File: src/rtl/sgpio_pkg.sv
package sgpio_pkg;
  localparam int EN_BIT  = 0;
  localparam int CNT_LSB = 6;
  localparam int DIV_LSB = 16;

  typedef enum logic [1:0] {
    REG_CTRL  = 2'd0,
    REG_VALUE = 2'd1,
    REG_RDBK  = 2'd2
  } sgpio_reg_e;
endpackage

File: src/rtl/sgpio_regs.sv
module sgpio_regs
  import sgpio_pkg::*;
#(
  parameter int DATA_W    = 32,
  parameter int NUM_SLOTS = 32,
  parameter int CNT_W     = 4,
  parameter int DIV_W     = 16
) (
  input  logic                 clk,
  input  logic                 rst,
  input  logic                 bus_sel,
  input  logic                 bus_wr,
  input  logic [1:0]           bus_addr,
  input  logic [DATA_W-1:0]    bus_wdata,
  output logic [DATA_W-1:0]    bus_rdata,
  output logic                 ctl_en,
  output logic [CNT_W-1:0]     ctl_cnt,
  output logic [DIV_W-1:0]     ctl_div,
  output logic [NUM_SLOTS-1:0] out_latch,
  input  logic [NUM_SLOTS-1:0] in_value
);
  logic [DATA_W-1:0] ctl_word;
  logic              wr_val;
  logic              unused_wbits;

  assign unused_wbits = ^bus_wdata;
  assign wr_val = bus_sel && bus_wr && (bus_addr == REG_VALUE);

  always_comb begin
    ctl_word = '0;
    ctl_word[EN_BIT] = ctl_en;
    ctl_word[CNT_LSB +: CNT_W] = ctl_cnt;
    ctl_word[DIV_LSB +: DIV_W] = ctl_div;
  end

  always_ff @(posedge clk) begin
    if (rst) begin
      ctl_en    <= 1'b0;
      ctl_cnt   <= '0;
      ctl_div   <= '0;
      out_latch <= '0;
      bus_rdata <= '0;
    end else if (bus_sel) begin
      if (bus_wr) begin
        case (bus_addr)
          REG_CTRL: begin
            ctl_en  <= bus_wdata[EN_BIT];
            ctl_cnt <= bus_wdata[CNT_LSB +: CNT_W];
            ctl_div <= bus_wdata[DIV_LSB +: DIV_W];
          end
          REG_VALUE: out_latch <= bus_wdata[NUM_SLOTS-1:0];
          default: ;
        endcase
      end else begin
        case (bus_addr)
          REG_CTRL:  bus_rdata <= ctl_word;
          REG_VALUE: bus_rdata <= DATA_W'(in_value);
          REG_RDBK:  bus_rdata <= DATA_W'(out_latch);
          default:   bus_rdata <= '0;
        endcase
      end
    end
  end


  latch_write_only_chk: assert property (@(posedge clk) disable iff (rst)
    !wr_val |=> $stable(out_latch));
endmodule

File: src/rtl/sgpio_tick.sv
module sgpio_tick #(
  parameter int DIV_W = 16
) (
  input  logic             clk,
  input  logic             rst,
  input  logic             clear,
  input  logic [DIV_W-1:0] div,
  output logic             tick
);
  logic [DIV_W-1:0] cnt;

  always_ff @(posedge clk) begin
    if (rst || clear)    cnt <= '0;
    else if (cnt == div) cnt <= '0;
    else                 cnt <= cnt + 1'b1;
  end

  assign tick = !clear && (cnt == div);


  cnt_in_range_chk: assert property (@(posedge clk) disable iff (rst)
    !clear |-> cnt <= div);
endmodule

File: src/rtl/sgpio_engine.sv
module sgpio_engine #(
  parameter int NUM_SLOTS = 32,
  parameter int CNT_W     = 4,
  parameter int DIV_W     = 16
) (
  input  logic                 clk,
  input  logic                 rst,
  input  logic                 en,
  input  logic [CNT_W-1:0]     cnt_field,
  input  logic [DIV_W-1:0]     div,
  input  logic [NUM_SLOTS-1:0] out_latch,
  input  logic                 ser_din,
  input  logic                 tick,
  output logic                 run,
  output logic [DIV_W-1:0]     div_q,
  output logic                 ser_clk,
  output logic                 ser_load,
  output logic                 ser_dout,
  output logic [NUM_SLOTS-1:0] in_value
);
  localparam int SLOT_W = $clog2(NUM_SLOTS + 1);
  localparam int IDX_W  = (NUM_SLOTS > 1) ? $clog2(NUM_SLOTS) : 1;
  localparam int RAW_W  = CNT_W + 3;

  logic [SLOT_W-1:0]    idx;
  logic [SLOT_W-1:0]    nsl_q;
  logic                 half;
  logic [NUM_SLOTS-1:0] out_sh;
  logic [NUM_SLOTS-1:0] in_sh;
  logic [IDX_W-1:0]     wr_pos;
  logic [IDX_W-1:0]     rd_pos;

  function automatic logic [SLOT_W-1:0] slots_of(input logic [CNT_W-1:0] f);
    logic [RAW_W-1:0] raw;
    raw = {f, 3'b000};
    if (int'(raw) > NUM_SLOTS) return SLOT_W'(NUM_SLOTS);
    return SLOT_W'(raw);
  endfunction

  function automatic logic [NUM_SLOTS-1:0] mask_of(input logic [SLOT_W-1:0] n);
    logic [NUM_SLOTS-1:0] m;
    for (int i = 0; i < NUM_SLOTS; i++) m[i] = (i < int'(n));
    return m;
  endfunction

  assign wr_pos = IDX_W'(idx - 1'b1);
  assign rd_pos = IDX_W'(idx);

  always_ff @(posedge clk) begin
    if (rst) begin
      run      <= 1'b0;
      idx      <= '0;
      nsl_q    <= '0;
      half     <= 1'b0;
      div_q    <= '0;
      ser_clk  <= 1'b1;
      ser_load <= 1'b0;
      ser_dout <= 1'b0;
      out_sh   <= '0;
      in_sh    <= '0;
      in_value <= '0;
    end else if (!en) begin
      run      <= 1'b0;
      ser_clk  <= 1'b1;
      ser_load <= 1'b0;
    end else if (!run || (tick && half && (idx == nsl_q))) begin
      if (run) in_value <= in_sh & mask_of(nsl_q);
      run      <= 1'b1;
      idx      <= '0;
      half     <= 1'b0;
      nsl_q    <= slots_of(cnt_field);
      div_q    <= div;
      out_sh   <= out_latch;
      ser_clk  <= 1'b0;
      ser_load <= 1'b1;
      ser_dout <= 1'b0;
    end else if (tick) begin
      if (!half) begin
        half    <= 1'b1;
        ser_clk <= 1'b1;
        if (idx != '0) in_sh[wr_pos] <= ser_din;
      end else begin
        half     <= 1'b0;
        idx      <= idx + 1'b1;
        ser_clk  <= 1'b0;
        ser_load <= 1'b0;
        ser_dout <= out_sh[rd_pos];
      end
    end
  end


  idle_state_chk: assert property (@(posedge clk) disable iff (rst)
    !en |=> (ser_clk && !ser_load));


  load_starts_low_chk: assert property (@(posedge clk) disable iff (rst)
    $rose(ser_load) |-> !ser_clk);


  dout_stable_high_chk: assert property (@(posedge clk) disable iff (rst)
    (ser_clk && $past(ser_clk)) |-> $stable(ser_dout));


  value_on_frame_chk: assert property (@(posedge clk) disable iff (rst)
    !$rose(ser_load) |-> $stable(in_value));
endmodule

File: src/rtl/sgpio_chain_ctrl.sv
module sgpio_chain_ctrl #(
  parameter int NUM_SLOTS  = 32,
  parameter bit WIDE_COUNT = 1'b0,
  parameter int DIV_W      = 16,
  parameter int DATA_W     = 32
) (
  input  logic              clk,
  input  logic              rst,
  input  logic              bus_sel,
  input  logic              bus_wr,
  input  logic [1:0]        bus_addr,
  input  logic [DATA_W-1:0] bus_wdata,
  output logic [DATA_W-1:0] bus_rdata,
  output logic              ser_clk,
  output logic              ser_load,
  output logic              ser_dout,
  input  logic              ser_din
);
  localparam int CNT_W = WIDE_COUNT ? 5 : 4;

  logic                 ctl_en;
  logic [CNT_W-1:0]     ctl_cnt;
  logic [DIV_W-1:0]     ctl_div;
  logic [DIV_W-1:0]     div_q;
  logic [NUM_SLOTS-1:0] out_latch;
  logic [NUM_SLOTS-1:0] in_value;
  logic                 run;
  logic                 tick;

  sgpio_regs #(
    .DATA_W(DATA_W), .NUM_SLOTS(NUM_SLOTS), .CNT_W(CNT_W), .DIV_W(DIV_W)
  ) regs_i (
    .clk(clk), .rst(rst), .bus_sel(bus_sel), .bus_wr(bus_wr),
    .bus_addr(bus_addr), .bus_wdata(bus_wdata), .bus_rdata(bus_rdata),
    .ctl_en(ctl_en), .ctl_cnt(ctl_cnt), .ctl_div(ctl_div),
    .out_latch(out_latch), .in_value(in_value)
  );

  sgpio_tick #(.DIV_W(DIV_W)) tick_i (
    .clk(clk), .rst(rst), .clear(!run || !ctl_en), .div(div_q), .tick(tick)
  );

  sgpio_engine #(
    .NUM_SLOTS(NUM_SLOTS), .CNT_W(CNT_W), .DIV_W(DIV_W)
  ) engine_i (
    .clk(clk), .rst(rst), .en(ctl_en), .cnt_field(ctl_cnt), .div(ctl_div),
    .out_latch(out_latch), .ser_din(ser_din), .tick(tick), .run(run),
    .div_q(div_q), .ser_clk(ser_clk), .ser_load(ser_load),
    .ser_dout(ser_dout), .in_value(in_value)
  );
endmodule

File: config.mk
export PLATFORM = sky130hd
export DESIGN_NAME = sgpio_chain_ctrl
export DESIGN_NICKNAME = d
export VERILOG_FILES = /design/src/rtl/sgpio_pkg.sv /design/src/rtl/sgpio_regs.sv /design/src/rtl/sgpio_tick.sv /design/src/rtl/sgpio_engine.sv /design/src/rtl/sgpio_chain_ctrl.sv
export SDC_FILE = /design/constraint.sdc
export NUM_CORES = 1
export LEC_CHECK = 0
export BUFFER_PORTS_ARGS = -buffer_cell sky130_fd_sc_hd__buf_4
export CORE_ASPECT_RATIO = 1.75
export CORE_MARGIN = 10
export CORE_UTILIZATION = 40
export DETAILED_ROUTE_END_ITERATION = 10
export GPL_TIMING_DRIVEN = 1
export HOLD_SLACK_MARGIN = 0.03
export RECOVER_POWER = 100
export SLEW_MARGIN = 20
export SYNTH_ARGS = -nofsm -noshare
export SYNTH_HDL_FRONTEND = slang
export SYNTH_HIERARCHICAL = 1
export SYNTH_SLANG_ARGS = --single-unit
File: constraint.sdc
create_clock -name clk -period 2.6 [get_ports clk]
set_input_delay 0.13 -clock clk [delete_from_list [all_inputs] [get_ports clk]]
set_output_delay 0.13 -clock clk [all_outputs]
set_load 0.02 [all_outputs]
==> impl.org <==
** Status
- Result of the run :: finished, violations left
- Violated checks :: max-capacitance violations, max-slew violations, negative setup slack

** Logic synthesis
- The synthesized design contains 0 enable-type register cells.
- Unique cell type count in the Yosys netlist :: 57
- During synthesis, Yosys emitted a total of 6 warnings.
- Cell Area, Synth :: 0.009817 mm2
- The number of nets in the synthesized netlist is 1209.
- Gate count after technology mapping :: 1163
- In this run, synthesis produced a sequential element count of 227.
- After synthesis, the share of flip-flops with an asynchronous set or reset is 0%.
- Mean cell area of the mapped netlist :: 8.441 um2
- Sequential cell area fraction in the yosys report :: 46.29%
- Top_reg_cell synth :: dfxtp_1

** Critical path
- The setup check on the worst reg-to-reg path leaves a slack of -0.08 ns.
- At the worst endpoint, the arrival time is 3.06 ns.
- The worst register-to-register path has a depth of 12.
- The setup path with the least slack is of type reg -> reg.
- Critical Path End Type :: flop
- Critical-path maximum fanout :: 8
- CP Launch Type :: flop
- In this run the critical register-to-register path is captured at engine_i/out_sh[9].
- The worst register-to-register path begins at tick_i/cnt[9].
- STA puts the critical path data required time at 2.97 ns.

** Run
- Max Cap Violations :: 1

** Clock network
- Deepest level of the CTS H-tree :: 1
- Largest buffer count on any clock path :: 3
- Clock latency on the worst-skew pair, taken at its later pin, is 0.53 ns.
- In this run the clock root is driven by a clkbuf_16.
- Number of buffers created by CTS :: 23
- Clock tree from TritonCTS :: done
- The clock net in this run drives a total of 227 sinks.
- After clock tree synthesis, the clock-pin slew on the worst setup and hold paths is 0.06 ns.

** Worst hold path
- The worst hold path was traced through 4 stages.
- The min-delay analysis places its worst path in the category in -> reg.
- Endpoint of the worst hold path :: regs_i/out_latch[16]
- Startpoint of the lowest-slack hold path :: bus_sel

** Die
- Die H :: 227.2 um
- The initial utilization of the core area, before any placement, comes to 40.71%.
- Floorplan Core Area :: 0.02412 mm2
- Measured along the x axis, the die boundary spans 138.4 um.
- The floorplan step defined a die boundary enclosing 0.03146 mm2.
- After floorplanning, the core was divided into 75 placement rows.
- I/O pin total :: 74

** Routing
- In this run the remaining antenna-violating nets after routing total 0.
- Initial DRC count :: 628
- Length of the first detailed-routing pass in iterations :: 7
- Detailed-route via count :: 8865
- After detailed routing, the average wire length per cell comes to 20.78 um.
- Wirelength, routed :: 33.29 mm
- Detailed-route vias per instance :: 5.534
- For this run, design rule violations remaining after detail routing come to 0.

** Global routing
- Entering global routing, the biggest net connects 111 pins.
- Via count of the first global-routing pass :: 8564
- For this run the aggregate overflow at the end of global routing stands at 0.
- The initial antenna violation count was 0.
- GRT Resource Usage Total :: 18.46%
- Wire length of the first global-routing pass :: 47.40 mm

** Pwr
- Overall power after layout :: 7.127 mW
- Power density over the cells :: 556.7 mW/mm2
- Leakage power figure :: 4.555 nW
- Highest ir drop seen on vdd :: 0.6072 mV

** Layout
- 0 antenna diodes ended up in the layout.
- Leaving out fill and tap cells, the most frequent cell in the layout is nand2_1.
- Share of final-layout standard cells stronger than drive strength 1 :: 25.35%
- The final layout contains 1326 nets.
- The finished cells cover 0.01280 mm2.
- The area growth from synthesis to layout is 30.42%.
- In the layout the commonest cells are nand2_1 (245), dfxtp_1 (219), a21oi_1 (117), buf_4 (116), mux2i_1 (52).

** STA
- For the pin with the worst max-slew slack, the measured transition is 1.560 ns.
- Setup violations remaining at the end of the flow were counted as 77.
- Min cycle time layout :: 2.685 ns
- Highest clock rate :: 372.5 MHz
- The count of pins over their slew limit was 29.
- Hold timing on the final database bottoms out at a slack of 0.1845 ns.
- Maximum clock skew at final layout :: 0.02491 ns
- In the post-route analysis, the smallest setup slack over all paths is -0.08454 ns.
- Period utilization :: 103.3%
- Headroom to the max-slew limit :: -3.972%
- Setup repair after global routing could not meet its margin everywhere.
- Final count of hold timing violations :: 0

** Placed design
- Post-Place Worst Slack :: -0.1289 ns
- Detailed placement finished with a half-perimeter wire length of 20.86 mm.
- The placed instances occupy a cell area of 0.01086 mm2.
- Routability-driven placement finished with a final weighted congestion of 0.8386.
- Count of buffers inserted at the top-level ports :: 73
critical path, cell delays in order (launching register included):
cell and delay (ns):
dfxtp_2 0.33, xnor2_2 0.19, nand4_1 0.16, nor4_4 0.39
nor2b_4 0.25, and4b_1 0.22, buf_4 0.11, a41o_4 0.26
buf_6 0.13, nand2_8 0.11, clkbuf_16 0.23, nand2_1 0.08
a21oi_1 0.06
power breakdown:
group          switching [mW]  internal, mW
clock                    1.41          1.76
sequential             0.0236          3.51
combinational           0.250         0.172
total                    1.68          5.44
final cells by class:
type | count | area, um2
repair buffers | 182 | 1797
inverters | 8 | 30.03
clock inverters | 8 | 46.29
clock buffers | 31 | 655.6
well taps | 308 | 385.4
flip-flops and latches | 227 | 4554
fillers | 2221 | 11310
multi-input cells | 838 | 5335
what timing repair did:
item	CTS	global route
buffers inserted	1	2
gates cloned	0	17
endpoints found under the setup margin	99	117
hold buffers	34	0
pin swaps	3	38
gates resized for setup	12	139
endpoints found under the hold margin	74	0
how the worst max path moves through the flow:
stage          slack (ns)           start                     to  cells past startpoint
3_5_place_dp        -0.13   tick_i/cnt[9]     engine_i/in_sh[19]                     10
6_report            -0.08   tick_i/cnt[9]     engine_i/out_sh[9]                     12
3_3_place_gp        -0.09   tick_i/cnt[3]     engine_i/in_sh[19]                     11
2_1_floorplan      -0.005  tick_i/cnt[11]  engine_i/in_value[10]                     12
4_1_cts              0.01   tick_i/cnt[9]      engine_i/nsl_q[3]                     11
5_1_grt             -0.16   tick_i/cnt[9]     engine_i/out_sh[9]                     12
cells by family after synthesis:
group,synth area share (%)
xor+xnor,3.212
simple gates,23.13
compound gates,14.11
fa+ha+maj,0.8921
mux,7.711
buf+inv,4.652
flops,46.29
layer usage:
layer	part of all wire (%)	track usage (%)	up-vias
met5	0	0	-
met4	3.9	6.485	0
met3	4.6	2.253	78
met2	54	35.20	269
met1	38	20.46	4255
li1	-	-	4263
stage by stage:
stage	TNS, ns	utilization [%]	instances
after global routing	-11.89	53.09	1602
after global placement	-0.4056	45.04	1509
after floorplan	-0.1391	-	1163
after CTS	0	49.61	1583
final	-2.351	53.09	1602
after detailed placement	-1.417	45.04	1509
synth_stat cells (4+ instances only):
library cell | instances | area [um2]
xnor2_1 | 30 | 262.8
a211oi_1 | 22 | 165.2
nor2b_1 | 8 | 50.05
a21oi_1 | 139 | 695.7
buf_1 | 7 | 26.28
mux2_2 | 21 | 236.5
mux2i_1 | 52 | 520.5
nor2_1 | 32 | 120.1
buf_2 | 24 | 120.1
xor2_1 | 6 | 52.55
inv_1 | 8 | 30.03
nand4_1 | 9 | 56.30
buf_6 | 6 | 67.56
clkbuf_1 | 50 | 187.7
nand2b_1 | 35 | 219.0
o22ai_1 | 7 | 43.79
nor4_1 | 4 | 25.02
a222oi_1 | 21 | 210.2
nand2_1 | 302 | 1134
nor4b_1 | 4 | 35.03
nor3_1 | 40 | 200.2
nand3_1 | 42 | 210.2
ha_1 | 7 | 87.58
dfxtp_1 | 227 | 4544
o2111ai_1 | 4 | 35.03
o21ai_0 | 4 | 20.02
a221oi_1 | 11 | 96.34
state kept, by name, indices dropped and copies added (netlist names), 16 cells and up:
name,count
engine_i/in_value,32
engine_i/out_sh,32
tick_i/cnt,16
engine_i/div_q,16
engine_i/in_sh,32
regs_i/bus_rdata,32
regs_i/ctl_div,16
regs_i/out_latch,32
No activity file was read; power rests on OpenSTA's default activity.
